File: src/rtl/eeprom_seq_pkg.sv
package eeprom_seq_pkg;

  typedef enum logic [3:0] {
    ST_IDLE,
    ST_SHIFT,
    ST_W_CE,
    ST_W_WE,
    ST_W_DRV,
    ST_W_WEH,
    ST_HOLD,
    ST_RD_ON,
    ST_RD_OFF
  } seq_state_t;

  typedef enum logic [1:0] {
    RD_POLL_A,
    RD_POLL_B,
    RD_FINAL
  } rd_kind_t;

endpackage

File: src/rtl/seq_addr_shift.sv
module seq_addr_shift #(
  parameter int ADDR_W = 16
) (
  input  logic clk,
  input  logic rst,
  input  logic start,
  output logic sr_data,
  output logic sr_clk,
  output logic done
);
  localparam int BW = $clog2(ADDR_W);
  localparam logic [BW-1:0] LAST_BIT = BW'(ADDR_W - 1);

  logic [ADDR_W-1:0] addr_q;
  logic [ADDR_W-1:0] sh_q;
  logic [BW-1:0]     bit_q;
  logic              busy_q;
  logic              hi_q;

  always_ff @(posedge clk) begin
    if (rst) begin
      addr_q  <= '0;
      sh_q    <= '0;
      bit_q   <= '0;
      busy_q  <= 1'b0;
      hi_q    <= 1'b0;
      sr_data <= 1'b0;
      sr_clk  <= 1'b0;
      done    <= 1'b0;
    end else begin
      done <= 1'b0;
      if (start && !busy_q) begin
        sh_q    <= addr_q;
        sr_data <= addr_q[ADDR_W-1];
        bit_q   <= '0;
        hi_q    <= 1'b0;
        busy_q  <= 1'b1;
        sr_clk  <= 1'b0;
      end else if (busy_q) begin
        if (!hi_q) begin
          sr_clk <= 1'b1;
          hi_q   <= 1'b1;
        end else begin
          sr_clk <= 1'b0;
          hi_q   <= 1'b0;
          if (bit_q == LAST_BIT) begin
            busy_q <= 1'b0;
            done   <= 1'b1;
            addr_q <= addr_q + 1'b1;
          end else begin
            bit_q   <= bit_q + 1'b1;
            sh_q    <= {sh_q[ADDR_W-2:0], 1'b0};
            sr_data <= sh_q[ADDR_W-2];
          end
        end
      end
    end
  end
endmodule

File: src/rtl/seq_settle_timer.sv
module seq_settle_timer #(
  parameter int CYCLES = 3
) (
  input  logic clk,
  input  logic rst,
  input  logic run,
  output logic expired
);
  localparam int CW = $clog2(CYCLES + 1);
  localparam logic [CW-1:0] LAST_CNT = CW'(CYCLES - 1);

  logic [CW-1:0] cnt_q;

  assign expired = run && (cnt_q == LAST_CNT);

  always_ff @(posedge clk) begin
    if (rst || !run || expired) cnt_q <= '0;
    else                        cnt_q <= cnt_q + 1'b1;
  end
endmodule

File: src/rtl/eeprom_prog_seq.sv
module eeprom_prog_seq
  import eeprom_seq_pkg::*;
#(
  parameter int DATA_W     = 8,
  parameter int ADDR_W     = 16,
  parameter int SETTLE_CYC = 3,
  parameter int POLL_LSB   = 2
) (
  input  logic              clk,
  input  logic              rst,
  input  logic              in_valid,
  input  logic [DATA_W-1:0] in_data,
  output logic              in_ready,
  output logic              out_valid,
  output logic [DATA_W-1:0] out_data,
  input  logic              out_ready,
  output logic              sr_data,
  output logic              sr_clk,
  output logic              ce_n,
  output logic              we_n,
  output logic              oe_n,
  output logic [DATA_W-1:0] bus_out,
  output logic              bus_oe,
  input  logic [DATA_W-1:0] bus_in
);
  localparam int PW = DATA_W - POLL_LSB;

  seq_state_t        state_q;
  rd_kind_t          kind_q;
  logic [DATA_W-1:0] wr_q;
  logic [PW-1:0]     samp_a_q;
  logic [PW-1:0]     samp_b_q;
  logic              sh_start_q;
  logic              sh_done;
  logic              tmr_run;
  logic              tmr_exp;

  seq_addr_shift #(.ADDR_W(ADDR_W)) u_shift (
    .clk     (clk),
    .rst     (rst),
    .start   (sh_start_q),
    .sr_data (sr_data),
    .sr_clk  (sr_clk),
    .done    (sh_done)
  );

  assign tmr_run = (state_q == ST_HOLD) || (state_q == ST_RD_ON);

  seq_settle_timer #(.CYCLES(SETTLE_CYC)) u_timer (
    .clk     (clk),
    .rst     (rst),
    .run     (tmr_run),
    .expired (tmr_exp)
  );

  assign in_ready = (state_q == ST_IDLE) && !out_valid;

  always_ff @(posedge clk) begin
    if (rst) begin
      state_q    <= ST_IDLE;
      kind_q     <= RD_POLL_A;
      wr_q       <= '0;
      samp_a_q   <= '0;
      samp_b_q   <= '0;
      sh_start_q <= 1'b0;
      ce_n       <= 1'b1;
      we_n       <= 1'b1;
      oe_n       <= 1'b1;
      bus_oe     <= 1'b0;
      bus_out    <= '0;
      out_valid  <= 1'b0;
      out_data   <= '0;
    end else begin
      sh_start_q <= 1'b0;
      if (out_valid && out_ready) out_valid <= 1'b0;
      unique case (state_q)
        ST_IDLE: begin
          if (in_valid && in_ready) begin
            wr_q       <= in_data;
            sh_start_q <= 1'b1;
            state_q    <= ST_SHIFT;
          end
        end
        ST_SHIFT: begin
          if (sh_done) begin
            ce_n    <= 1'b0;
            state_q <= ST_W_CE;
          end
        end
        ST_W_CE: begin
          we_n    <= 1'b0;
          state_q <= ST_W_WE;
        end
        ST_W_WE: begin
          bus_oe  <= 1'b1;
          bus_out <= wr_q;
          state_q <= ST_W_DRV;
        end
        ST_W_DRV: begin
          we_n    <= 1'b1;
          state_q <= ST_W_WEH;
        end
        ST_W_WEH: begin
          ce_n    <= 1'b1;
          bus_oe  <= 1'b0;
          state_q <= ST_HOLD;
        end
        ST_HOLD: begin
          if (tmr_exp) begin
            ce_n    <= 1'b0;
            oe_n    <= 1'b0;
            kind_q  <= RD_POLL_A;
            state_q <= ST_RD_ON;
          end
        end
        ST_RD_ON: begin
          if (tmr_exp) begin
            unique case (kind_q)
              RD_POLL_A: samp_a_q <= bus_in[DATA_W-1:POLL_LSB];
              RD_POLL_B: samp_b_q <= bus_in[DATA_W-1:POLL_LSB];
              default:   out_data <= bus_in;
            endcase
            ce_n    <= 1'b1;
            oe_n    <= 1'b1;
            state_q <= ST_RD_OFF;
          end
        end
        ST_RD_OFF: begin
          if (kind_q == RD_FINAL) begin
            out_valid <= 1'b1;
            state_q   <= ST_IDLE;
          end else begin
            if (kind_q == RD_POLL_A)        kind_q <= RD_POLL_B;
            else if (samp_a_q == samp_b_q)  kind_q <= RD_FINAL;
            else                            kind_q <= RD_POLL_A;
            ce_n    <= 1'b0;
            oe_n    <= 1'b0;
            state_q <= ST_RD_ON;
          end
        end
        default: state_q <= ST_IDLE;
      endcase
    end
  end
endmodule

File: config.mk
export PLATFORM = sky130hd
export DESIGN_NAME = eeprom_prog_seq
export DESIGN_NICKNAME = d
export VERILOG_FILES = /design/src/rtl/eeprom_seq_pkg.sv /design/src/rtl/seq_addr_shift.sv /design/src/rtl/seq_settle_timer.sv /design/src/rtl/eeprom_prog_seq.sv
export SDC_FILE = /design/constraint.sdc
export NUM_CORES = 1
export LEC_CHECK = 0
export ABC_AREA = 1
export BUFFER_PORTS_ARGS = -buffer_cell sky130_fd_sc_hd__buf_2
export CAP_MARGIN = 20
export CORE_ASPECT_RATIO = 0.8
export CORE_MARGIN = 1
export CORE_UTILIZATION = 54
export CTS_BUF_LIST = sky130_fd_sc_hd__clkbuf_8
export CTS_CLUSTER_SIZE = 20
export DETAILED_ROUTE_END_ITERATION = 8
export PLACE_DENSITY = 0.77
export SLEW_MARGIN = 20
export SYNTH_ARGS = -nofsm -noshare
export SYNTH_HDL_FRONTEND = slang
export SYNTH_SLANG_ARGS = --single-unit
export TNS_END_PERCENT = 50
File: constraint.sdc
create_clock -name clk -period 1.2 [get_ports clk]
set_input_delay 0.06 -clock clk [delete_from_list [all_inputs] [get_ports clk]]
set_output_delay 0.06 -clock clk [all_outputs]
set_load 0.01 [all_outputs]
==> impl_metrics.ini, run 1 <==
[setup_path]
crit_arrival_ps = 1790
reg2reg_depth = 8
r2r_end = kind_q[1]
r2r_start = state_q[3]
worst-setup-path-type = reg2reg
worstSetupStartpointType = register
critPathMaxFanout = 3
endpoint_kind = register
ff2ff_setup_slack_ps = -290
crit_required_ps = 1500
startpoint = state_q[3]

[logic_synthesis]
synth_compound_area_share_pct = 14.74
yosys.area_share.simple_pct = 30.27
synth-xor-area-share_pct = 0.4447
yosysWarnings = 0
ys_ff_latch = 89
synth_fa_ha_area_share_pct = 0.9530
synth_mux_area_share_pct = 0
syn_avg_cell_area_um2 = 6.971
syn_area_mm2 = 0.003939
netlist_instances = 565
synth_top_family_by_area = simple AND/OR/NAND/NOR gates
synth-seq-area-share_pct = 45.24
synth_cell_types = 34
synth_nets = 588

[grt]
grt_max_degree = 44
track_usage_pct = 31.50
grt_antenna_before_repair = 0
grt_pass1_wl_um = 19390
grt_pass1_vias = 4155
gr-total-overflow = 0

[place]
dp_hpwl_um = 6935
gp_congestion = 0.8618
io_buffers = 43
dp.cells = 742
place_ws_ps = -219.9

[run]
drv_cap = 0

[final_layout]
fin_nets = 728
final-instance-count-excl-fill = 797
drive_gt1_share_pct = 40.14
syn2layout_area_growth_pct = 49.11
diodes = 0

[worst_hold_path]
timing.hold.worst_endpoint = out_data[7]
worstHoldPathType = in2reg
hold_start = bus_in[7]
hold_depth = 3

[timing]
setup_viol = 85
fin_crit_ps = 1486
worst_pin_slew_ps = 561.8
fin_crit_sh_pct = 123.8
whs_ps = 14.75
finalHoldViolations = 0
slew_headroom_pct = 62.55
worst_slack_ps = -285.6
skew_ps = 15.20
fmax_mhz = 673.1
slew_violations = 0
rsz0062_at_grt = true

[cts]
clockRootBuffer = clkbuf_8
cts_tree = built
cts.sinks = 89
clk_pin_slew_ps = 110
clkLatencyLatePin_ps = 390
cts_made_buffers = 9
htree_levels = 3
clockBufferDepth = 2

[run_status]
status = complete, but fails checks
violations = negative setup slack

[drt]
wirelength_um = 14840
vias = 4672
viasPerCell = 5.862
drc_errors = 0
drt_iter0_markers = 502
first_pass_iters = 5
final_antenna_net_count = 0
wl_per_cell_um = 18.61

[pwr]
p_per_area_mw_per_mm2 = 1239
irDropWorstVdd_mv = 1.515
p_leak_nw = 2.385

[floorplanning]
ios = 44
rows = 27
initial_core_util_pct = 56.60
die_y_um = 78.39
chipWidth_um = 97.49
fp.coreArea_mm2 = 0.006959
dieArea_mm2 = 0.007642
layer usage:
layer	global-route usage [%]	routed length [um]	vias to the layer above
met5	0	0	-
met4	10.88	977	0
met3	6.946	1233	115
met2	55.45	6980	330
met1	38.17	5644	2132
li1	-	-	2095
cell usage in the layout, fill, tap and decap left out, types with 2 or more instances in the layout:
master,netlist,routed
dlygate4sd3_1,0,16
nand3_2,1,15
clkinv_4,0,5
dfxtp_2,0,10
buf_4,1,65
nor3_1,10,7
nand2_2,4,20
o21ai_0,47,21
nand2_4,4,12
buf_6,4,18
o21ai_1,6,20
nand4_1,2,2
nor2_2,4,10
inv_1,51,42
ha_4,0,3
nand3_4,0,3
buf_12,0,3
buf_2,4,42
a21oi_2,0,11
nor2_4,1,13
clkbuf_8,0,10
a21oi_1,55,44
nor2_1,84,66
nand2_8,0,4
dfxtp_1,89,75
nand2_1,138,112
o21ai_2,1,12
nor3_2,0,3
dfxtp_4,0,4
nand3_1,30,14
inv_2,5,9
inv_4,0,4
worst max-delay path, cell delays in order, from the launching register on:
cell and delay (ps):
dfxtp_2 370, buf_4 120, nand2_1 90, nor2_2 210
buf_4 160, nand3_1 70, o21ai_1 160, nand2_1 60
nor2_1 140
registers in the layout, indices dropped and copies added (netlist names), 2 cells and up:
| signal | flops |
|---|---|
| samp_a_q | 6 |
| kind_q | 2 |
| u_shift.addr_q | 16 |
| state_q | 4 |
| samp_b_q | 6 |
| u_shift.bit_q | 4 |
| bus_out | 8 |
| wr_q | 8 |
| out_data | 8 |
| u_shift.sh_q | 15 |
| u_timer.cnt_q | 2 |
area by class of cell:
type                    count  area (um2)
repair buffers            145        1146
clock inverters             6       51.30
flip-flops and latches     89        1809
multi-input cells         402        2370
fillers                   348        1086
inverters                  58       250.2
clock buffers              10       137.6
well taps                  87       108.9
Yosys cell counts, drive strengths merged:
library cell / number / area share, %
a211oi: 1 / 0.19
a21oi: 55 / 7.0
a31oi: 1 / 0.16
buf: 10 / 1.9
clkbuf: 9 / 0.86
clkinv: 2 / 0.22
dfxtp: 89 / 45
ha: 3 / 0.95
inv: 56 / 5.3
nand2: 146 / 15
nand3: 31 / 4.1
nand3b: 1 / 0.19
nand4: 2 / 0.32
nor2: 89 / 8.9
nor3: 11 / 1.7
o211a: 1 / 0.25
o21a: 1 / 0.19
o21ai: 54 / 7.0
or2: 1 / 0.16
xnor2: 1 / 0.22
xor2: 1 / 0.22
metrics by stage:
| stage | cell area (um2) | setup TNS (ps) | utilization, % | power [mW] |
|---|---|---|---|---|
| finish | 5873 | -14860 | 84.39 | 7.274 |
| global route | 5873 | -20060 | 84.39 | 7.481 |
| CTS | 5500 | -7611 | 79.04 | 6.831 |
| detailed placement | 4738 | -11580 | 68.09 | 4.549 |
| global placement | 4738 | -7859 | 68.09 | 4.515 |
| floorplan | 4004 | -1340 | - | 4.091 |
where the power goes:
part	switching (mW)	total (mW)	internal, mW
Clock	1.23	2.07	0.840
Sequential	0.143	3.28	3.14
Combinational	1.11	1.92	0.808
Total	2.49	7.27	4.78
repair_timing:
| item | 4_1_cts | 5_1_grt |
|---|---|---|
| resized for setup | 107 | 79 |
| hold buffers | 16 | 0 |
| setup endpoints to repair | 86 | 88 |
| gates cloned | 2 | 2 |
| endpoints found under the hold margin | 22 | 0 |
| buffers inserted | 9 | 11 |
| pin swaps | 24 | 20 |
logic make-up (layout without fill, tap and decap cells):
| family | after synthesis | in the layout |
|---|---|---|
| AO/OA/AOI/OAI | 113 | 113 |
| AND/OR/NAND/NOR | 281 | 284 |
| adder cells (fa/ha/maj) | 3 | 3 |
| XOR/XNOR | 2 | 2 |
| flip-flops | 89 | 89 |
| buffers and inverters | 77 | 219 |
worst max-delay path by stage:
stage | to | slack [ps]
finish | kind_q[1] | -290
global route | u_shift.addr_q[12] | -360
CTS | u_shift.sh_q[8] | -190
detailed placement | samp_a_q[5] | -220
global placement | bus_out[7] | -140
floorplan | u_shift.sh_q[10] | -80
(Power assumes the default switching activity.)
==> inputs of run 2 (changes only) <==
--- a/config.mk
+++ b/config.mk
@@ -15,6 +15,7 @@
 export CTS_CLUSTER_SIZE = 20
 export DETAILED_ROUTE_END_ITERATION = 8
 export PLACE_DENSITY = 0.77
+export SETUP_SLACK_MARGIN = 0.05
 export SLEW_MARGIN = 20
 export SYNTH_ARGS = -nofsm -noshare
 export SYNTH_HDL_FRONTEND = slang
==> impl_metrics.ini, run 2 (synthesis results as in run 1) <==
[run_status]
status = complete, but fails checks
violations = design-rule violations, negative setup slack

[setup_path]
worst-setup-path-type = reg2reg
worstSetupStartpointType = register
worst_path_dominant_cell_family = simple AND/OR/NAND/NOR gates
crit_top_cell = nand2_1
endpoint_kind = register
cp_num_buf_inv = 0
path_cells = nand2_1, nor2_2, nand2_1, nor2_1, nand2_1, nand2_2, nand2_4, a21oi_2
ff2ff_setup_slack_ps = -360
critPathMaxFanout = 3
crit_arrival_ps = 1860
crit_required_ps = 1500
cp_slowest_stage_delay_ps = 410
cp_slowest_cell = dfxtp_1

[final_layout]
final_common_cell = nand2_1
top_register = u_shift.addr_q
final_cell_mix = 93 x nand2_1, 76 x dfxtp_1, 66 x nor2_1, 50 x buf_4, 43 x inv_1
syn2layout_area_growth_pct = 53.97
biggestRegsByFlops = u_shift.addr_q: 16 flops, u_shift.sh_q: 15 flops
drive_gt1_share_pct = 44.41
diodes = 0
final-instance-count-excl-fill = 785
fin_nets = 717
largest_register_ffs = 16
fin_util_pct = 87.14

[drt]
first_pass_iters = 9
drc_errors = 6
final_antenna_net_count = 0
drt_iter0_markers = 578
wl_per_cell_um = 19.95
wirelength_um = 15660
viasPerCell = 6.236
vias = 4895

[floorplanning]
rows = 27
ios = 44
fp.coreArea_mm2 = 0.006959
initial_core_util_pct = 56.60
chipWidth_um = 97.49
die_y_um = 78.39
dieArea_mm2 = 0.007642

[grt]
gr-total-overflow = 0
grt_pass1_wl_um = 18830
grt_max_degree = 44
track_usage_pct = 30.93
grt_pass1_vias = 4107
grt_antenna_before_repair = 0

[cts]
clockBufferDepth = 2
cts.sinks = 89
cts_tree = built
cts_made_buffers = 9
clockRootBuffer = clkbuf_8
htree_levels = 3
clkLatencyLatePin_ps = 360
clk_pin_slew_ps = 90

[timing]
rsz0062_at_grt = true
finalHoldViolations = 0
worst_pin_slew_ps = 631.5
tns_ps = -13410
worst_slack_ps = -361.5
fin_crit_ps = 1562
slew_violations = 0
skew_ps = 10.50
fmax_mhz = 640.4
slew_headroom_pct = 57.90
setup_viol = 84
fin_crit_sh_pct = 130.1

[run]
drv_cap = 0

[place]
dp_hpwl_um = 6724
place_ws_ps = -253.7
gp_congestion = 0.8804
dp.cells = 729
io_buffers = 43

[pwr]
p_leak_nw = 2.527
irDropWorstVdd_mv = 0.9996
p_per_area_mw_per_mm2 = 1254

[worst_hold_path]
worstHoldPathType = in2reg
==> run 2: cell count changes in the layout (fill, tap and decap cells not counted), sizes merged <==
cell,previous run,this run
buf,128,114
clkbuf,11,10
inv,57,58
clkinvlp,0,1
clkinv,7,3
bufinv,0,2
nand2,148,151
==> run 2: what timing repair did <==
item	4_1_cts	5_1_grt
setup buffers	12	6
endpoints found under the hold margin	17	1
hold buffers	15	1
endpoints found under the setup margin	88	89
gates resized for setup	120	117
gates cloned	5	2
pin swaps	34	28
==> run 2: cell type report <==
type                       instances  area, um2
multi-input combinational        405       2643
tap                               87      108.9
timing repair buffer             130       1028
sequential                        89       1808
inverter                          58      247.7
timing repair inverter             1      11.26
fill                             308      894.6
clock buffer                      10      137.6
clock inverter                     5      80.08
==> run 2: tightest hold or removal path: cells and delay by family <==
family          cells  cell delay (ps)
buf+inv             1              140
simple gates        1               90
compound gates      1               50
==> run 2: metal layers <==
metal | wire length [um] | up-vias | track usage [%] | share of wire, %
met3 | 1683 | 141 | 6.589 | 11
met4 | 1127 | 0 | 13.38 | 7.2
met5 | 0 | - | 0 | 0
met1 | 5575 | 2250 | 37.99 | 36
met2 | 7277 | 420 | 52.73 | 46
li1 | - | 2084 | - | -
==> run 2: path summary, 6_finish.rpt <==
kind / startpoint / cells past startpoint / endpoint
worst min register to register: u_timer.cnt_q[0] / 1 / u_timer.cnt_q[0]
worst max-delay path: u_shift.addr_q[7] / 8 / u_shift.addr_q[15]
worst min-delay path: bus_in[4] / 3 / out_data[4]
worst max register to register: u_shift.addr_q[7] / 8 / u_shift.addr_q[15]
==> run 2: power breakdown <==
part           internal [mW]  total (mW)  switching (mW)
clock                   1.22        2.34            1.11
sequential              3.14        3.28           0.138
combinational          0.763        1.99            1.23
total                   5.13        7.60            2.48
==> run 2: through the flow <==
step | hold slack (ps) | area (um2) | power, mW
after floorplan | 220.0 | 4023 | 4.095
after global placement | 311.0 | 4659 | 4.450
after detailed placement | 316.4 | 4659 | 4.501
after CTS | 1.177 | 5560 | 7.234
after global routing | 16.56 | 6065 | 7.840
final | 25.57 | 6065 | 7.605
==> inputs of run 3 (changes only) <==
--- a/config.mk
+++ b/config.mk
@@ -10,11 +10,11 @@
 export CAP_MARGIN = 20
 export CORE_ASPECT_RATIO = 0.8
 export CORE_MARGIN = 1
-export CORE_UTILIZATION = 54
+export CORE_UTILIZATION = 59
 export CTS_BUF_LIST = sky130_fd_sc_hd__clkbuf_8
 export CTS_CLUSTER_SIZE = 20
 export DETAILED_ROUTE_END_ITERATION = 8
-export PLACE_DENSITY = 0.77
+export PLACE_DENSITY = 0.8
 export SETUP_SLACK_MARGIN = 0.05
 export SLEW_MARGIN = 20
 export SYNTH_ARGS = -nofsm -noshare
==> constraint.sdc (replaced) <==
create_clock -name clk -period 1.5 [get_ports clk]
set_input_delay 0.075 -clock clk [delete_from_list [all_inputs] [get_ports clk]]
set_output_delay 0.075 -clock clk [all_outputs]
set_load 0.01 [all_outputs]
==> impl_metrics.ini, run 3 (synthesis results as in run 1) <==
[pwr]
finalPower_mw = 5.365
irDropWorstVdd_mv = 0.7369
p_leak_nw = 1.958
p_per_area_mw_per_mm2 = 1093

[cts]
htree_levels = 3
clkLatencyLatePin_ps = 360
clockRootBuffer = clkbuf_8
clk_pin_slew_ps = 100
clockBufferDepth = 2
cts_tree = built
cts_made_buffers = 9
cts.sinks = 89

[setup_path]
worstSetupStartpointType = register
cp_num_buf_inv = 4
critPathMaxFanout = 7
crit_top_cell = inv_2
path_cells = inv_2, ha_4, inv_2, nor3_4, buf_12, buf_4, nand3_1, a21oi_2
crit_required_ps = 1790
cp_slowest_cell = dfxtp_2
worst_path_dominant_cell_family = buffers and inverters
worst-setup-path-type = reg2reg
crit_arrival_ps = 1690
cp_slowest_stage_delay_ps = 330
endpoint_kind = register

[floorplanning]
fp.coreArea_mm2 = 0.006409
chipWidth_um = 93.35
dieArea_mm2 = 0.007009
die_y_um = 75.08
ios = 44
initial_core_util_pct = 61.46
rows = 26

[grt]
grt_max_degree = 44
grt_antenna_before_repair = 0
grt_pass1_vias = 3240
gr-total-overflow = 0
grt_pass1_wl_um = 14100
track_usage_pct = 25.59

[drt]
final_antenna_net_count = 0
drc_errors = 0
first_pass_iters = 5
wirelength_um = 9055
drt_iter0_markers = 197
wl_per_cell_um = 12.47
viasPerCell = 5.278
vias = 3832

[final_layout]
diodes = 0
syn2layout_area_growth_pct = 24.65
final-instance-count-excl-fill = 726
final_cell_mix = 131 x nand2_1, 81 x dfxtp_1, 79 x nor2_1, 52 x a21oi_1, 45 x inv_1
fin_nets = 661
final_common_cell = nand2_1
biggestRegsByFlops = u_shift.addr_q: 16 flops, u_shift.sh_q: 15 flops
largest_register_ffs = 16
fin_area_mm2 = 0.004910
top_register = u_shift.addr_q
drive_gt1_share_pct = 22.59

[timing]
skew_ps = 10.43
fmax_mhz = 716.9
worst_pin_slew_ps = 464.0
rsz0062_at_grt = true
finalHoldViolations = 0
slew_headroom_pct = 68.95
setup_viol = 0
slew_violations = 0
worst_slack_ps = 105.2
fin_crit_ps = 1395
fin_crit_sh_pct = 92.99

[place]
place_ws_ps = -81.77
dp_hpwl_um = 5776
dp.cells = 688
gp_congestion = 0.8309
io_buffers = 43
dpl_cell_area_mm2 = 0.004274

[run_status]
status = finished clean

[worst_hold_path]
worstHoldPathType = in2reg

[run]
drv_cap = 0
-- run 3: cell count changes in the layout (fill, tap and decap cells not counted), sizes merged --
cell,delta
inv,+2
dlygate4sd3,-3
buf,-47
clkinv,-1
clkbuf,-1
bufinv,-1
nand2,-5
-- run 3: final cells by class --
| cell class | count | area, um2 |
|---|---|---|
| Clock buffer | 9 | 123.9 |
| Clock inverter | 6 | 75.07 |
| Fill cell | 479 | 1499 |
| Inverter | 58 | 239.0 |
| Multi-Input combinational cell | 400 | 2002 |
| Sequential cell | 89 | 1797 |
| Tap cell | 84 | 105.1 |
| Timing Repair Buffer | 80 | 568.0 |
-- run 3: repair_timing --
action                     in CTS  in global routing
setup endpoints to repair      31                 62
hold endpoints to repair       13                  0
gates resized for setup        10                 63
setup buffers                   1                  8
gates cloned                    0                  1
pin swaps                       2                 13
hold buffers                   13                  0
-- run 3: per-stage QoR --
step	hold WS, ps	setup TNS, ps	utilization, %
floorplan	236.7	0	-
CTS	2.866	0	72.34
finish	10.34	0	76.61
detailed placement	328.8	-186.3	66.69
global placement	329.0	0	66.69
global route	15.96	0	76.61
-- run 3: worst paths after layout --
kind               startpoint  cells past startpoint  slack [ps]                to
max          u_timer.cnt_q[0]                      8         110       samp_a_q[1]
min                 bus_in[2]                      3          10       samp_b_q[0]
max reg2reg  u_timer.cnt_q[0]                      8         110       samp_a_q[1]
min reg2reg  u_timer.cnt_q[0]                      1         420  u_timer.cnt_q[0]
-- run 3: tightest hold or removal path, cell delays in order --
cell     delay [ps]
buf_2           110
o21ai_2          60
a21oi_1          90
-- run 3: power breakdown --
group | total [mW] | switching (mW) | internal, mW
clock | 1.68 | 0.888 | 0.787
combinational | 1.07 | 0.621 | 0.453
sequential | 2.62 | 0.103 | 2.51
-- run 3: metal layers --
layer / global-route usage (%) / wire length, um / up-vias
met5: 0 / 0 / -
met4: 8.376 / 114 / 0
met3: 6.566 / 485 / 15
met2: 42.97 / 4373 / 112
met1: 32.69 / 4081 / 1743
li1: - / - / 1962
